### src/rtl/eint_pkg.sv
`timescale 1ns/1ps
package eint_pkg;
   localparam int ADDR_W = 3;

   typedef enum logic [1:0] {
      SNS_LOW  = 2'b00,
      SNS_ANY  = 2'b01,
      SNS_FALL = 2'b10,
      SNS_RISE = 2'b11
   } sense_t;

   localparam logic [ADDR_W-1:0] A_CTRL = 3'd0;
   localparam logic [ADDR_W-1:0] A_GEN  = 3'd1;
   localparam logic [ADDR_W-1:0] A_XEN  = 3'd2;
   localparam logic [ADDR_W-1:0] A_PM0  = 3'd3;
   localparam logic [ADDR_W-1:0] A_PM1  = 3'd4;
   localparam logic [ADDR_W-1:0] A_FLG  = 3'd5;

   localparam int NFLAG = 3;   // 0 external, 1 low group, 2 high group
endpackage

### src/rtl/eint_sync.sv
`timescale 1ns/1ps
module eint_sync #(
   parameter int W      = 1,
   parameter int STAGES = 2
) (
   input  logic         clk,
   input  logic         rst_n,
   input  logic [W-1:0] d,
   output logic [W-1:0] q
);
   generate
      if (STAGES < 2) begin : g_bad_stages
         $error("eint_sync: STAGES must be at least 2");
      end
   endgenerate

   logic [W-1:0] chain [STAGES];

   always_ff @(posedge clk or negedge rst_n) begin
      if (!rst_n) chain[0] <= '0;
      else        chain[0] <= d;
   end

   generate
      for (genvar s = 1; s < STAGES; s++) begin : g_stage
         always_ff @(posedge clk or negedge rst_n) begin
            if (!rst_n) chain[s] <= '0;
            else        chain[s] <= chain[s-1];
         end
      end
   endgenerate

   assign q = chain[STAGES-1];
endmodule

### src/rtl/eint_edge.sv
`timescale 1ns/1ps
module eint_edge #(
   parameter int W = 1
) (
   input  logic         clk,
   input  logic         rst_n,
   input  logic [W-1:0] cur,
   output logic [W-1:0] rise,
   output logic [W-1:0] fall
);
   logic [W-1:0] prev_q;

   always_ff @(posedge clk or negedge rst_n) begin
      if (!rst_n) prev_q <= '0;
      else        prev_q <= cur;
   end

   assign rise = cur & ~prev_q;
   assign fall = ~cur & prev_q;
endmodule

### src/rtl/eint_sticky.sv
`timescale 1ns/1ps
module eint_sticky #(
   parameter int N = 3
) (
   input  logic         clk,
   input  logic         rst_n,
   input  logic [N-1:0] set,
   input  logic [N-1:0] clr,
   output logic [N-1:0] flag
);
   generate
      for (genvar i = 0; i < N; i++) begin : g_flag
         always_ff @(posedge clk or negedge rst_n) begin
            if (!rst_n)      flag[i] <= 1'b0;
            else if (set[i]) flag[i] <= 1'b1;
            else if (clr[i]) flag[i] <= 1'b0;
         end

         AST_SET_WINS: assert property (@(posedge clk) disable iff (!rst_n)
            set[i] |=> flag[i]);
         AST_CLR_TAKES: assert property (@(posedge clk) disable iff (!rst_n)
            (clr[i] && !set[i]) |=> !flag[i]);
         AST_FLAG_HOLDS: assert property (@(posedge clk) disable iff (!rst_n)
            (!clr[i] && !set[i]) |=> $stable(flag[i]));
      end
   endgenerate
endmodule

### src/rtl/eint_unit.sv
`timescale 1ns/1ps
module eint_unit
   import eint_pkg::*;
#(
   parameter int DATA_W      = 8,
   parameter int G0_W        = 8,
   parameter int G1_W        = 4,
   parameter int SYNC_STAGES = 2,
   parameter int EN_BIT_G1   = 5,
   parameter int EN_BIT_G0   = 4
) (
   input  logic              clk,
   input  logic              rst_n,
   input  logic [ADDR_W-1:0] reg_addr,
   input  logic              reg_wr,
   input  logic [DATA_W-1:0] reg_wdata,
   output logic [DATA_W-1:0] reg_rdata,
   input  logic              ext_pin,
   input  logic [G0_W-1:0]   pc_g0_pins,
   input  logic [G1_W-1:0]   pc_g1_pins,
   input  logic              gie,
   input  logic              ack_ext,
   input  logic              ack_pc0,
   input  logic              ack_pc1,
   output logic              irq_ext,
   output logic              irq_pc0,
   output logic              irq_pc1
);
   localparam int PW    = 1 + G0_W + G1_W;
   localparam int MODE_LSB = DATA_W - 2;

   generate
      if (DATA_W < 8) begin : g_bad_dw
         $error("eint_unit: DATA_W must be at least 8");
      end
      if (G0_W < 1 || G0_W > DATA_W) begin : g_bad_g0
         $error("eint_unit: G0_W out of range");
      end
      if (G1_W < 1 || G1_W > DATA_W) begin : g_bad_g1
         $error("eint_unit: G1_W out of range");
      end
      if (EN_BIT_G0 == EN_BIT_G1 || EN_BIT_G0 >= MODE_LSB || EN_BIT_G1 >= MODE_LSB) begin : g_bad_en
         $error("eint_unit: group enable bits collide");
      end
   endgenerate

   // ---------------- registers ----------------
   logic [DATA_W-1:0] ctrl_q;
   logic [1:0]        gen_q;     // [1] high group, [0] low group
   logic              xen_q;
   logic [G0_W-1:0]   pm0_q;
   logic [G1_W-1:0]   pm1_q;

   always_ff @(posedge clk or negedge rst_n) begin
      if (!rst_n) begin
         ctrl_q <= '0;
         gen_q  <= '0;
         xen_q  <= 1'b0;
         pm0_q  <= '0;
         pm1_q  <= '0;
      end else if (reg_wr) begin
         case (reg_addr)
            A_CTRL: ctrl_q <= reg_wdata;
            A_GEN:  gen_q  <= {reg_wdata[EN_BIT_G1], reg_wdata[EN_BIT_G0]};
            A_XEN:  xen_q  <= reg_wdata[0];
            A_PM0:  pm0_q  <= reg_wdata[G0_W-1:0];
            A_PM1:  pm1_q  <= reg_wdata[G1_W-1:0];
            default: ;
         endcase
      end
   end

   sense_t mode;
   assign mode = sense_t'(ctrl_q[DATA_W-1 -: 2]);

   // ---------------- pin path ----------------
   logic [PW-1:0] pin_raw, pin_s, rise, fall, chg;
   assign pin_raw = {pc_g1_pins, pc_g0_pins, ext_pin};

   eint_sync #(.W(PW), .STAGES(SYNC_STAGES)) u_sync (
      .clk(clk), .rst_n(rst_n), .d(pin_raw), .q(pin_s)
   );

   eint_edge #(.W(PW)) u_edge (
      .clk(clk), .rst_n(rst_n), .cur(pin_s), .rise(rise), .fall(fall)
   );

   assign chg = rise | fall;

   logic ext_evt, g0_evt, g1_evt;
   always_comb begin
      case (mode)
         SNS_ANY:  ext_evt = chg[0];
         SNS_FALL: ext_evt = fall[0];
         SNS_RISE: ext_evt = rise[0];
         default:  ext_evt = 1'b0;
      endcase
   end
   assign g0_evt = |(chg[G0_W:1] & pm0_q);
   assign g1_evt = |(chg[PW-1 -: G1_W] & pm1_q);

   // ---------------- sticky flags ----------------
   logic [NFLAG-1:0] flg, set_v, clr_v, w1c;
   assign w1c   = (reg_wr && reg_addr == A_FLG) ? reg_wdata[NFLAG-1:0] : '0;
   assign set_v = {g1_evt, g0_evt, ext_evt};
   assign clr_v = {ack_pc1, ack_pc0, ack_ext} | w1c;

   eint_sticky #(.N(NFLAG)) u_flags (
      .clk(clk), .rst_n(rst_n), .set(set_v), .clr(clr_v), .flag(flg)
   );

   // ---------------- requests ----------------
   assign irq_ext = gie && xen_q && ((mode == SNS_LOW) ? !pin_s[0] : flg[0]);
   assign irq_pc0 = gie && gen_q[0] && flg[1];
   assign irq_pc1 = gie && gen_q[1] && flg[2];

   // ---------------- read mux ----------------
   always_comb begin
      reg_rdata = '0;
      case (reg_addr)
         A_CTRL: reg_rdata = ctrl_q;
         A_GEN: begin
            reg_rdata[EN_BIT_G1] = gen_q[1];
            reg_rdata[EN_BIT_G0] = gen_q[0];
         end
         A_XEN:  reg_rdata[0] = xen_q;
         A_PM0:  reg_rdata[G0_W-1:0] = pm0_q;
         A_PM1:  reg_rdata[G1_W-1:0] = pm1_q;
         A_FLG:  reg_rdata[NFLAG-1:0] = flg;
         default: ;
      endcase
   end

   // ---------------- checks ----------------
   AST_GIE_GATE: assert property (@(posedge clk) disable iff (!rst_n)
      !gie |-> (!irq_ext && !irq_pc0 && !irq_pc1));
   AST_GROUP_NEEDS_FLAG: assert property (@(posedge clk) disable iff (!rst_n)
      (irq_pc0 || irq_pc1) |-> (flg[1] || flg[2]));
   AST_RSVD_ZERO: assert property (@(posedge clk) disable iff (!rst_n)
      (reg_addr == A_GEN) |-> (reg_rdata[7:6] == 2'b00 && reg_rdata[3:0] == 4'h0));
   AST_LOW_NO_LATCH: assert property (@(posedge clk) disable iff (!rst_n)
      (mode == SNS_LOW && pin_s[0]) |-> !irq_ext);
endmodule

### config.mk
export PLATFORM = sky130hd
export DESIGN_NAME = eint_unit
export DESIGN_NICKNAME = d
export VERILOG_FILES = /design/src/rtl/eint_pkg.sv /design/src/rtl/eint_sync.sv /design/src/rtl/eint_edge.sv /design/src/rtl/eint_sticky.sv /design/src/rtl/eint_unit.sv
export SDC_FILE = /design/constraint.sdc
export NUM_CORES = 1
export LEC_CHECK = 0
export BUFFER_PORTS_ARGS = -buffer_cell sky130_fd_sc_hd__buf_2
export CORE_MARGIN = 2
export CORE_UTILIZATION = 40
export CTS_CLUSTER_SIZE = 20
export DETAILED_ROUTE_END_ITERATION = 8
export SYNTH_ARGS = -nofsm -noshare
export SYNTH_HDL_FRONTEND = slang
export SYNTH_SLANG_ARGS = --single-unit
export TNS_END_PERCENT = 1
### constraint.sdc
create_clock -name clk -period 1.4 [get_ports clk]
set_clock_uncertainty 0.1 [all_clocks]
set_input_delay 0.21 -clock clk [delete_from_list [all_inputs] [get_ports clk]]
set_output_delay 0.21 -clock clk [all_outputs]
set_load 0.005 [all_outputs]
==> impl_metrics.csv, run 1 <==
group,metric,value,unit
run_status,status,"complete, but fails checks",
drt,vias_per_cell,4.789,
placed_design,gp_congestion,0.7955,
yosys,synth_top_area_frac,0.6439,
floorplanning,ioPinCount,42,
timing,max_freq,0.6189,GHz
final_layout,final_common_cell,"dfrtp_1",
yosys,synth_area,2526,sq um
power_and_ir_drop,total_power,0.004513,W
worst_setup_path,critPathMaxFanout,2,
clock_tree,cts_max_level,3,
run_status,violations,"negative setup slack",
final_layout,nNetsFinal,290,
global_routing,grt_max_degree,66,
yosys,synth_warnings,0,
worst_setup_path,r2r_slack,0.07,ns
drt,vias,1614,
worst_setup_path,r2r_cells,6,
final_layout,drive_gt1_frac,0.4160,
placed_design,dpl.hpwl,3.270,mm
timing,relSlewSlack,0.7760,
clock_tree,clock-sinks,65,
placed_design,place_ws,-0.05307,ns
final_layout,layout_common_cells,"dfrtp_1 (64), buf_2 (40), buf_4 (18)",
yosys,ys_seq_elements,65,
worst_setup_path,rr_endpoint,"u_flags.flag[0]",
clock_tree,root_buffer,"clkbuf_8",
global_routing,track_usage,0.1490,
hold_path,hold_end,"pm0_q[7]",
timing,slew_viol_final,0,
hold_path,holdCritPathClass,"input pin to register",
timing,final.setup.worst_slack,-0.2159,ns
final_layout,area_growth,32.00,%
yosys,yosysTopAreaCell,"dfrtp_1",
hold_path,hold_start,"reg_wdata[7]",
floorplanning,die_height,83.47,microns
floorplanning,die_area,6967,sq um
run,maxCapViolCount,0,
clock_tree,insertion_delay,0.33,ns
floorplanning,rows,28,
clock_tree,clk_pin_slew,0.07,ns
drt,postRouteAntennaNets,0,
floorplanning,core_area,6026,sq um
floorplanning,initial_utilization,0.4192,
worst_setup_path,worst_setup_path_start_kind,"register",
yosys,avgSynthCellArea,14.44,sq um
timing,fin_crit,1.616,ns
timing,worst_hold_slack,0.01990,ns
yosys,netlist_instances,175,
yosys,yosys-top-cells-area,"dfrtp_1 (64%), mux2_4 (7.1%), mux2_2 (5.8%), xor2_1 (4.2%), a22oi_1 (2.1%)",
final_layout,antenna_cells,0,
drt,drc,0,
drt,drtIter0Drc,70,
global_routing,grt_pass1_wl,7.962,mm
worst_setup_path,cp.arrival,1.31,ns
global_routing,grt_pass1_vias,1660,
clock_tree,cts_buffer_depth,2,
timing,setup_violations,10,
clock_tree,numCtsBuffers,9,
yosys,ys_seq_area_frac,0.6439,
worst_setup_path,cp.required,1.09,ns
clock_tree,cts_tree,"built",
power_and_ir_drop,peakVddDrop,0.7009,mV
hold_path,hold_depth,2,
timing,worstMarginPinSlew,0.3360,ns
power_and_ir_drop,power.density,1353,nW/um^2
yosys,syn-num-nets,208,
global_routing,antenna_found_initial,0,
yosys,synth_cell_types,31,
floorplanning,die_w,83.47,microns
drt,wl,4.744,mm
final_layout,utilization,0.5534,
timing,hold_viol,0,
timing,rsz0062_at_grt,"yes",
worst_setup_path,crit_type,"register to output pin",
worst_setup_path,r2r-start,"u_sync.q[0]",
global_routing,grt-ovfl-total,0,
drt,avgRoutedWirePerCell,14.08,microns
worst_setup_path,end_kind,"output pin",
timing,period_share,1.154,
drt,drt-pass1-iter-count,4,
power_and_ir_drop,power_leakage,1.606,nW
placed_design,io_buffers,41,
-- report_power, final --
part / leakage, nW / total, W / internal [W] / switching (W)
logic: 0.745 / 0.000751 / 0.000472 / 0.000279
clock network: 0.0998 / 0.00148 / 0.000812 / 0.000673
registers: 0.761 / 0.00228 / 0.00211 / 0.000172
total: 1.61 / 0.00451 / 0.00339 / 0.00112
-- metrics by stage --
step                      std cells  cell area (sq um)  TNS (ns)
after floorplan                 175               2526         0
after global placement          299               2905   -0.4255
after detailed placement        299               2905   -0.6920
after CTS                       337               3311    -1.733
after global routing            337               3334    -2.302
final                           337               3334    -1.493
-- worst max path at each step --
| stage | start | endpoint | slack, ns |
|---|---|---|---|
| after detailed placement | reg_addr[1] | pm0_q[0] | -0.05 |
| after global routing | pm1_q[1] | reg_rdata[1] | -0.36 |
| after CTS | pm1_q[2] | reg_rdata[2] | -0.24 |
| after floorplan | reg_addr[2] | pm0_q[0] | 0.03 |
| after global placement | reg_addr[0] | gen_q[1] | -0.05 |
| final | u_flags.flag[2] | reg_rdata[2] | -0.22 |
-- routing by layer --
layer | part of all wire | global-route usage
met4 | 0.020 | 0.08358
met3 | 0.034 | 0.03462
met2 | 0.46 | 0.2251
met1 | 0.48 | 0.1987
met5 | 0 | 0
-- cells in the mapped netlist, drive strengths merged --
library cell,count
and4b,1
mux2i,4
and3,5
mux2,25
nor2,11
a22o,2
nand2,6
nor3,1
dfrtp,65
xor2,12
o31ai,1
nand4,1
a221oi,1
and2,1
ha,2
o21ai,4
a31o,1
clkbuf,1
a31oi,2
buf,5
nand3b,2
inv,3
a22oi,7
or2,1
nand3,1
a21oi,6
nor3b,3
nand2b,1
-- flip-flops by register name, indices dropped and copies added (netlist names), 2 cells and up --
register and flops:
u_sync.chain 13, u_flags.flag 3, gen_q 2, ctrl_q 8
pm1_q 4, u_edge.prev_q 13, u_sync.q 13, pm0_q 8
-- timing repair --
item | CTS | global route
hold buffers | 15 | 0
pin swaps | 1 | 1
setup buffers | 7 | 0
endpoints found under the setup margin | 10 | 12
resized for setup | 8 | 5
hold endpoints to repair | 79 | 0
-- critical path, stage by stage (launching register included) --
cell and delay [ns]:
dfrtp_1 0.39, mux2_4 0.27, a22oi_2 0.12, o21ai_1 0.07, buf_2 0.13
-- layout make-up --
cell class / count / area [sq um]
clock buffer: 10 / 127.6
clock inverter: 6 / 58.81
fill: 533 / 2691
inverter: 3 / 11.26
multi-input combinational: 101 / 875.8
sequential: 65 / 1628
tap: 75 / 93.84
timing repair buffer: 77 / 539.3
-- logic make-up (layout without fill, tap and decap cells) --
logic type      Yosys count  in the layout  share of synthesized area
flops                    65             65                     0.6439
simple gates             34             34                    0.07776
mux                      29             29                     0.1451
compound gates           24             24                    0.06241
xor+xnor                 12             12                    0.04160
buf+inv                   9             96                    0.01931
fa+ha+maj                 2              2                   0.009904
Note: power is estimated with default switching activity, not from simulation.
==> run 2, diff against run 1 <==
- clock period: 1.4 -> 1.3 ns (I/O delays scaled with it)
==> impl_metrics.csv, run 2 (same netlist as run 1, synthesis figures left out) <==
group,metric,value,unit
floorplanning,initial_utilization,0.4192,
placed_design,postPlaceCellArea,2978,sq um
global_routing,antenna_found_initial,0,
timing,fin_crit,1.586,ns
timing,slew_viol_final,0,
worst_setup_path,worst_setup_path_start_kind,"register",
drt,highest_layer,"met4",
final_layout,antenna_cells,0,
timing,fin_tns_setup,-2.346,ns
timing,worstMarginPinSlew,0.3390,ns
power_and_ir_drop,peakVddDrop,0.9872,mV
final_layout,drive_gt1_frac,0.4167,
timing,hold_viol,0,
drt,vias,1646,
placed_design,io_buffers,41,
drt,drtIter0Drc,54,
clock_tree,insertion_delay,0.33,ns
clock_tree,clock-sinks,65,
hold_path,holdCritPathClass,"input pin to register",
clock_tree,clk_pin_slew,0.07,ns
final_layout,final_common_cell,"dfrtp_1",
drt,wl_met3,185,microns
clock_tree,cts_max_level,3,
power_and_ir_drop,power.density,1468,nW/um^2
worst_setup_path,r2r_cells,6,
global_routing,grt_pass1_vias,1725,
worst_setup_path,cp.buffers_inverters,1,
worst_setup_path,max_stage_delay,0.41,ns
placed_design,dpl.hpwl,3.495,mm
power_and_ir_drop,p_seq_frac,0.496,
clock_tree,cts_buffer_depth,2,
timing,relSlewSlack,0.7740,
hold_path,hold_depth,2,
timing,rsz0062_at_grt,"yes",
hold_path,hold_start,"reg_wdata[7]",
worst_setup_path,crit_type,"register to output pin",
final_layout,layout_common_cells,"dfrtp_1 (65), buf_2 (41), buf_4 (20)",
floorplanning,rows,28,
floorplanning,die_area,6967,sq um
hold_path,hold_end,"pm0_q[7]",
power_and_ir_drop,clkPwrFrac,0.339,
run,maxCapViolCount,0,
final_layout,fillers,528,
drt,avgRoutedWirePerCell,14.92,microns
placed_design,gp_congestion,0.8239,
clock_tree,cts_tree,"built",
floorplanning,ioPinCount,42,
clock_tree,root_buffer,"clkbuf_8",
floorplanning,die_w,83.47,microns
floorplanning,core_area,6026,sq um
power_and_ir_drop,p_comb_frac,0.165,
global_routing,grt_max_degree,66,
worst_setup_path,r2r_slack,-0.01,ns
worst_setup_path,cpMostUsedCell,"nor2_1",
drt,routed-wl-met2,2.423,mm
global_routing,track_usage,0.1590,
global_routing,grt_pass1_wl,8.445,mm
drt,vias_per_cell,4.855,
timing,period_share,1.220,
worst_setup_path,cp.arrival,1.29,ns
drt,drt-pass1-iter-count,2,
global_routing,grt-ovfl-total,0,
worst_setup_path,end_kind,"output pin",
drt,drc,0,
timing,setup_violations,12,
placed_design,place_ws,-0.1770,ns
power_and_ir_drop,power_leakage,1.626,nW
worst_setup_path,crit_family,"flip-flops",
run_status,violations,"negative setup slack",
final_layout,nNetsFinal,293,
timing,final.setup.worst_slack,-0.2859,ns
worst_setup_path,slowest_stage,"dfrtp_1",
power_and_ir_drop,power.switching,0.001198,W
final_layout,area_growth,33.28,%
floorplanning,die_height,83.47,microns
worst_setup_path,critPathMaxFanout,3,
power_and_ir_drop,swShare,0.2423,
worst_setup_path,path_cells,"mux2i_1 -> nor2_1 -> a21oi_1 -> nor2_1 -> buf_2",
timing,max_freq,0.6306,GHz
run_status,status,"complete, but fails checks",
worst_setup_path,rr_endpoint,"u_flags.flag[0]",
drt,postRouteAntennaNets,0,
final_layout,multi_input_area,872.1,sq um
clock_tree,numCtsBuffers,9,
placed_design,dpl.cell_count,307,
worst_setup_path,cp.required,1.00,ns
final_layout,final_area,3367,sq um
power_and_ir_drop,internal_power,0.003744,W
drt,wl_met1,2.347,mm
worst_setup_path,r2r-start,"u_sync.q[0]",
drt,wl,5.059,mm
final_layout,regArea,1627,sq um
final_layout,layoutNonFillerInstCount,339,
==> run 2: stage by stage <==
stage          hold slack (ns)  total power [W]    util
3_3_place_gp            0.1337         0.003190  0.4942
4_1_cts                0.01561         0.004982  0.5567
2_1_floorplan          -0.2006         0.002855       -
3_5_place_dp            0.1335         0.003212  0.4942
5_1_grt                0.01501         0.005203  0.5588
6_report               0.02852         0.004942  0.5588
==> run 2: layout make-up <==
type	count	area share
flip-flops and latches	65	0.4831
multi-input cells	101	0.2590
clock inverters	3	0.01189
well taps	75	0.02787
clock buffers	12	0.04608
repair buffers	80	0.1687
inverters	3	0.003344
==> run 2: what timing repair did <==
item | CTS | global route
hold buffers | 15 | 0
hold endpoints to repair | 79 | 0
gates cloned | 0 | 0
buffers inserted | 1 | 1
pin swaps | 9 | 1
resized for setup | 9 | 1
setup endpoints to repair | 13 | 13
==> run 2: worst reg2reg max path: stages (launching register included) <==
cell	delay [ns]
dfrtp_1	0.39
inv_1	0.06
ha_1	0.27
nor2_1	0.04
a21oi_1	0.10
a21oi_1	0.07
a31o_1	0.18
==> run 2: worst max-delay path by stage <==
stage,start,to,slack (ns),depth (start not counted)
4_1_cts,u_flags.flag[2],reg_rdata[2],-0.32,4
5_1_grt,xen_q,reg_rdata[0],-0.43,5
6_report,gen_q[1],reg_rdata[5],-0.29,5
2_1_floorplan,reg_addr[2],pm0_q[0],-0.03,5
3_5_place_dp,reg_addr[0],gen_q[0],-0.18,4
3_3_place_gp,reg_addr[0],gen_q[1],-0.15,4
==> run 2: per-layer routing <==
metal	global-route usage	vias up
met5	0	-
met4	0.07771	0
met3	0.04352	11
met2	0.2427	31
met1	0.2107	815
li1	-	789
==> run 2: power by group through the flow <==
stage / sequential (W) / combinational [W] / clock (W)
final: 0.00245 / 0.000816 / 0.00168
after global routing: 0.00248 / 0.000899 / 0.00183
after CTS: 0.00245 / 0.000804 / 0.00172
after detailed placement: 0.00248 / 0.000729 / 0
after global placement: 0.00247 / 0.000717 / 0
after floorplan: 0.00242 / 0.000432 / 0
==> run 3, diff against run 2 <==
- PLACE_DENSITY: not set -> 0.71
==> impl_metrics.csv, run 3 (same netlist as run 1, synthesis figures left out) <==
group,metric,value,unit
global_routing,grt_max_degree,49,
clock_tree,cts_tree,"built",
floorplanning,core_area,6026,sq um
power_and_ir_drop,peakVddDrop,0.8053,mV
power_and_ir_drop,swShare,0.2590,
floorplanning,die_w,83.47,microns
hold_path,hold_start,"reg_wdata[5]",
worst_setup_path,cp.arrival,1.32,ns
timing,final.setup.worst_slack,-0.3184,ns
worst_setup_path,end_kind,"output pin",
hold_path,hold_end,"pm0_q[5]",
floorplanning,die_area,6967,sq um
power_and_ir_drop,p_comb_frac,0.180,
power_and_ir_drop,power.switching,0.001237,W
hold_path,holdCritPathClass,"input pin to register",
power_and_ir_drop,internal_power,0.003538,W
clock_tree,clk_pin_slew,0.08,ns
timing,rsz0062_at_grt,"yes",
power_and_ir_drop,clkPwrFrac,0.309,
worst_setup_path,slowest_stage,"dfrtp_1",
clock_tree,clock-sinks,65,
timing,hold_viol,0,
drt,drc,0,
clock_tree,root_buffer,"clkbuf_8",
placed_design,postPlaceCellArea,2958,sq um
timing,period_share,1.245,
global_routing,track_usage,0.1552,
power_and_ir_drop,power_leakage,1.617,nW
run_status,status,"complete, but fails checks",
final_layout,final_area,3346,sq um
global_routing,antenna_found_initial,1,
timing,fin_crit,1.618,ns
hold_path,hold_depth,2,
timing,worst_hold_slack,0.01602,ns
final_layout,area_growth,32.44,%
run,maxCapViolCount,0,
final_layout,fillers,527,
floorplanning,ioPinCount,42,
timing,max_freq,0.6179,GHz
clock_tree,cts_buffer_depth,2,
worst_setup_path,max_stage_delay,0.38,ns
drt,drtIter0Drc,109,
timing,relSlewSlack,0.6654,
power_and_ir_drop,p_seq_frac,0.511,
drt,vias,1645,
drt,drt-pass1-iter-count,4,
drt,avgRoutedWirePerCell,14.38,microns
final_layout,layout_common_cells,"dfrtp_1 (65), buf_2 (41), buf_4 (21)",
placed_design,gp_congestion,0.8163,
power_and_ir_drop,total_power,0.004775,W
drt,postRouteAntennaNets,0,
global_routing,grt_pass1_vias,1717,
worst_setup_path,cp.required,1.00,ns
final_layout,antenna_cells,0,
worst_setup_path,r2r_slack,-0.06,ns
timing,worstMarginPinSlew,0.5019,ns
drt,vias_per_cell,4.838,
floorplanning,initial_utilization,0.4192,
clock_tree,numCtsBuffers,9,
run_status,violations,"negative setup slack",
clock_tree,insertion_delay,0.33,ns
final_layout,final_common_cell,"dfrtp_1",
worst_setup_path,r2r_cells,6,
worst_setup_path,crit_type,"register to output pin",
global_routing,grt_pass1_wl,8.252,mm
worst_setup_path,path_cells,"mux2_4 -> a22oi_2 -> o21ai_1 -> buf_2",
timing,setup_violations,12,
power_and_ir_drop,power.density,1427,nW/um^2
global_routing,grt-ovfl-total,0,
final_layout,drive_gt1_frac,0.4264,
drt,wl,4.888,mm
placed_design,io_buffers,41,
worst_setup_path,worst_setup_path_start_kind,"register",
final_layout,nNetsFinal,293,
placed_design,dpl.hpwl,3.501,mm
worst_setup_path,critPathMaxFanout,2,
timing,slew_viol_final,0,
floorplanning,die_height,83.47,microns
placed_design,place_ws,-0.1713,ns
floorplanning,rows,28,
clock_tree,cts_max_level,3,
worst_setup_path,r2r-start,"u_sync.q[0]",
worst_setup_path,rr_endpoint,"u_flags.flag[0]",
## run 3: changes by cell type in the layout (fill, tap and decap cells not counted)
cell and change:
buf_12 -1, clkinv_2 +1, buf_6 +1, clkinv_4 +1, and3_4 +1, buf_4 +1, clkbuf_8 -1, bufinv_16 -1
and3_1 -1, mux2_2 -2, clkinvlp_4 +1, mux2_4 +2, dlygate4sd3_1 -1
## run 3: critical path: cells and delay by family, from the launching register on
kind	cells	cell delay, ns
AO/OA/AOI/OAI	2	0.20
buffers and inverters	1	0.12
flip-flops	1	0.38
multiplexers	1	0.28
## run 3: power by group through the flow
stage | Combinational [W] | Sequential, W | Clock (W)
2_1_floorplan | 0.000432 | 0.00242 | 0
5_1_grt | 0.000951 | 0.00247 | 0.00163
6_report | 0.000860 | 0.00244 | 0.00148
4_1_cts | 0.000844 | 0.00244 | 0.00153
3_5_place_dp | 0.000732 | 0.00247 | 0
3_3_place_gp | 0.000710 | 0.00247 | 0
## run 3: cell type report
type,instances,area [sq um],share of cell area
Sequential cell,65,1627,0.4862
Clock buffer,11,141.4,0.04226
Clock inverter,5,31.28,0.009349
Multi-Input combinational cell,101,884.6,0.2644
Timing Repair Buffer,80,556.8,0.1664
Inverter,3,11.26,0.003366
Tap cell,75,93.84,0.02805
## run 3: per-layer routing
metal  up-vias  routed length (microns)  share of wire  track usage
li1        785                        -              -            -
met1       794                     2148           0.44       0.2009
met2        47                     2293           0.47       0.2295
met3        17                      268          0.055      0.04649
met4         2                      164          0.034      0.09531
met5         -                       13         0.0027            0
## run 3: worst max-delay path by stage
| stage | cells past startpoint | to | slack (ns) | startpoint |
|---|---|---|---|---|
| after floorplan | 5 | pm0_q[0] | -0.03 | reg_addr[2] |
| after CTS | 3 | reg_rdata[3] | -0.34 | pm1_q[3] |
| after global placement | 5 | gen_q[1] | -0.23 | reg_addr[2] |
| after detailed placement | 4 | pm0_q[7] | -0.17 | reg_addr[2] |
| after global routing | 4 | reg_rdata[2] | -0.39 | pm1_q[2] |
| final | 4 | reg_rdata[2] | -0.32 | pm1_q[2] |
## run 3: metrics by stage
step | cells | setup TNS (ns) | util
6_report | 340 | -2.595 | 0.5552
5_1_grt | 340 | -3.561 | 0.5552
4_1_cts | 340 | -2.838 | 0.5517
3_5_place_dp | 306 | -3.546 | 0.4909
3_3_place_gp | 306 | -3.228 | 0.4909
2_1_floorplan | 175 | -0.2759 | -
## run 3: repair_timing
| item | CTS | global route |
|---|---|---|
| resized for setup | 9 | 5 |
| pin swaps | 8 | 3 |
| setup buffers | 4 | 0 |
| hold buffers | 14 | 0 |
| hold endpoints to repair | 78 | 0 |
| setup endpoints to repair | 13 | 13 |
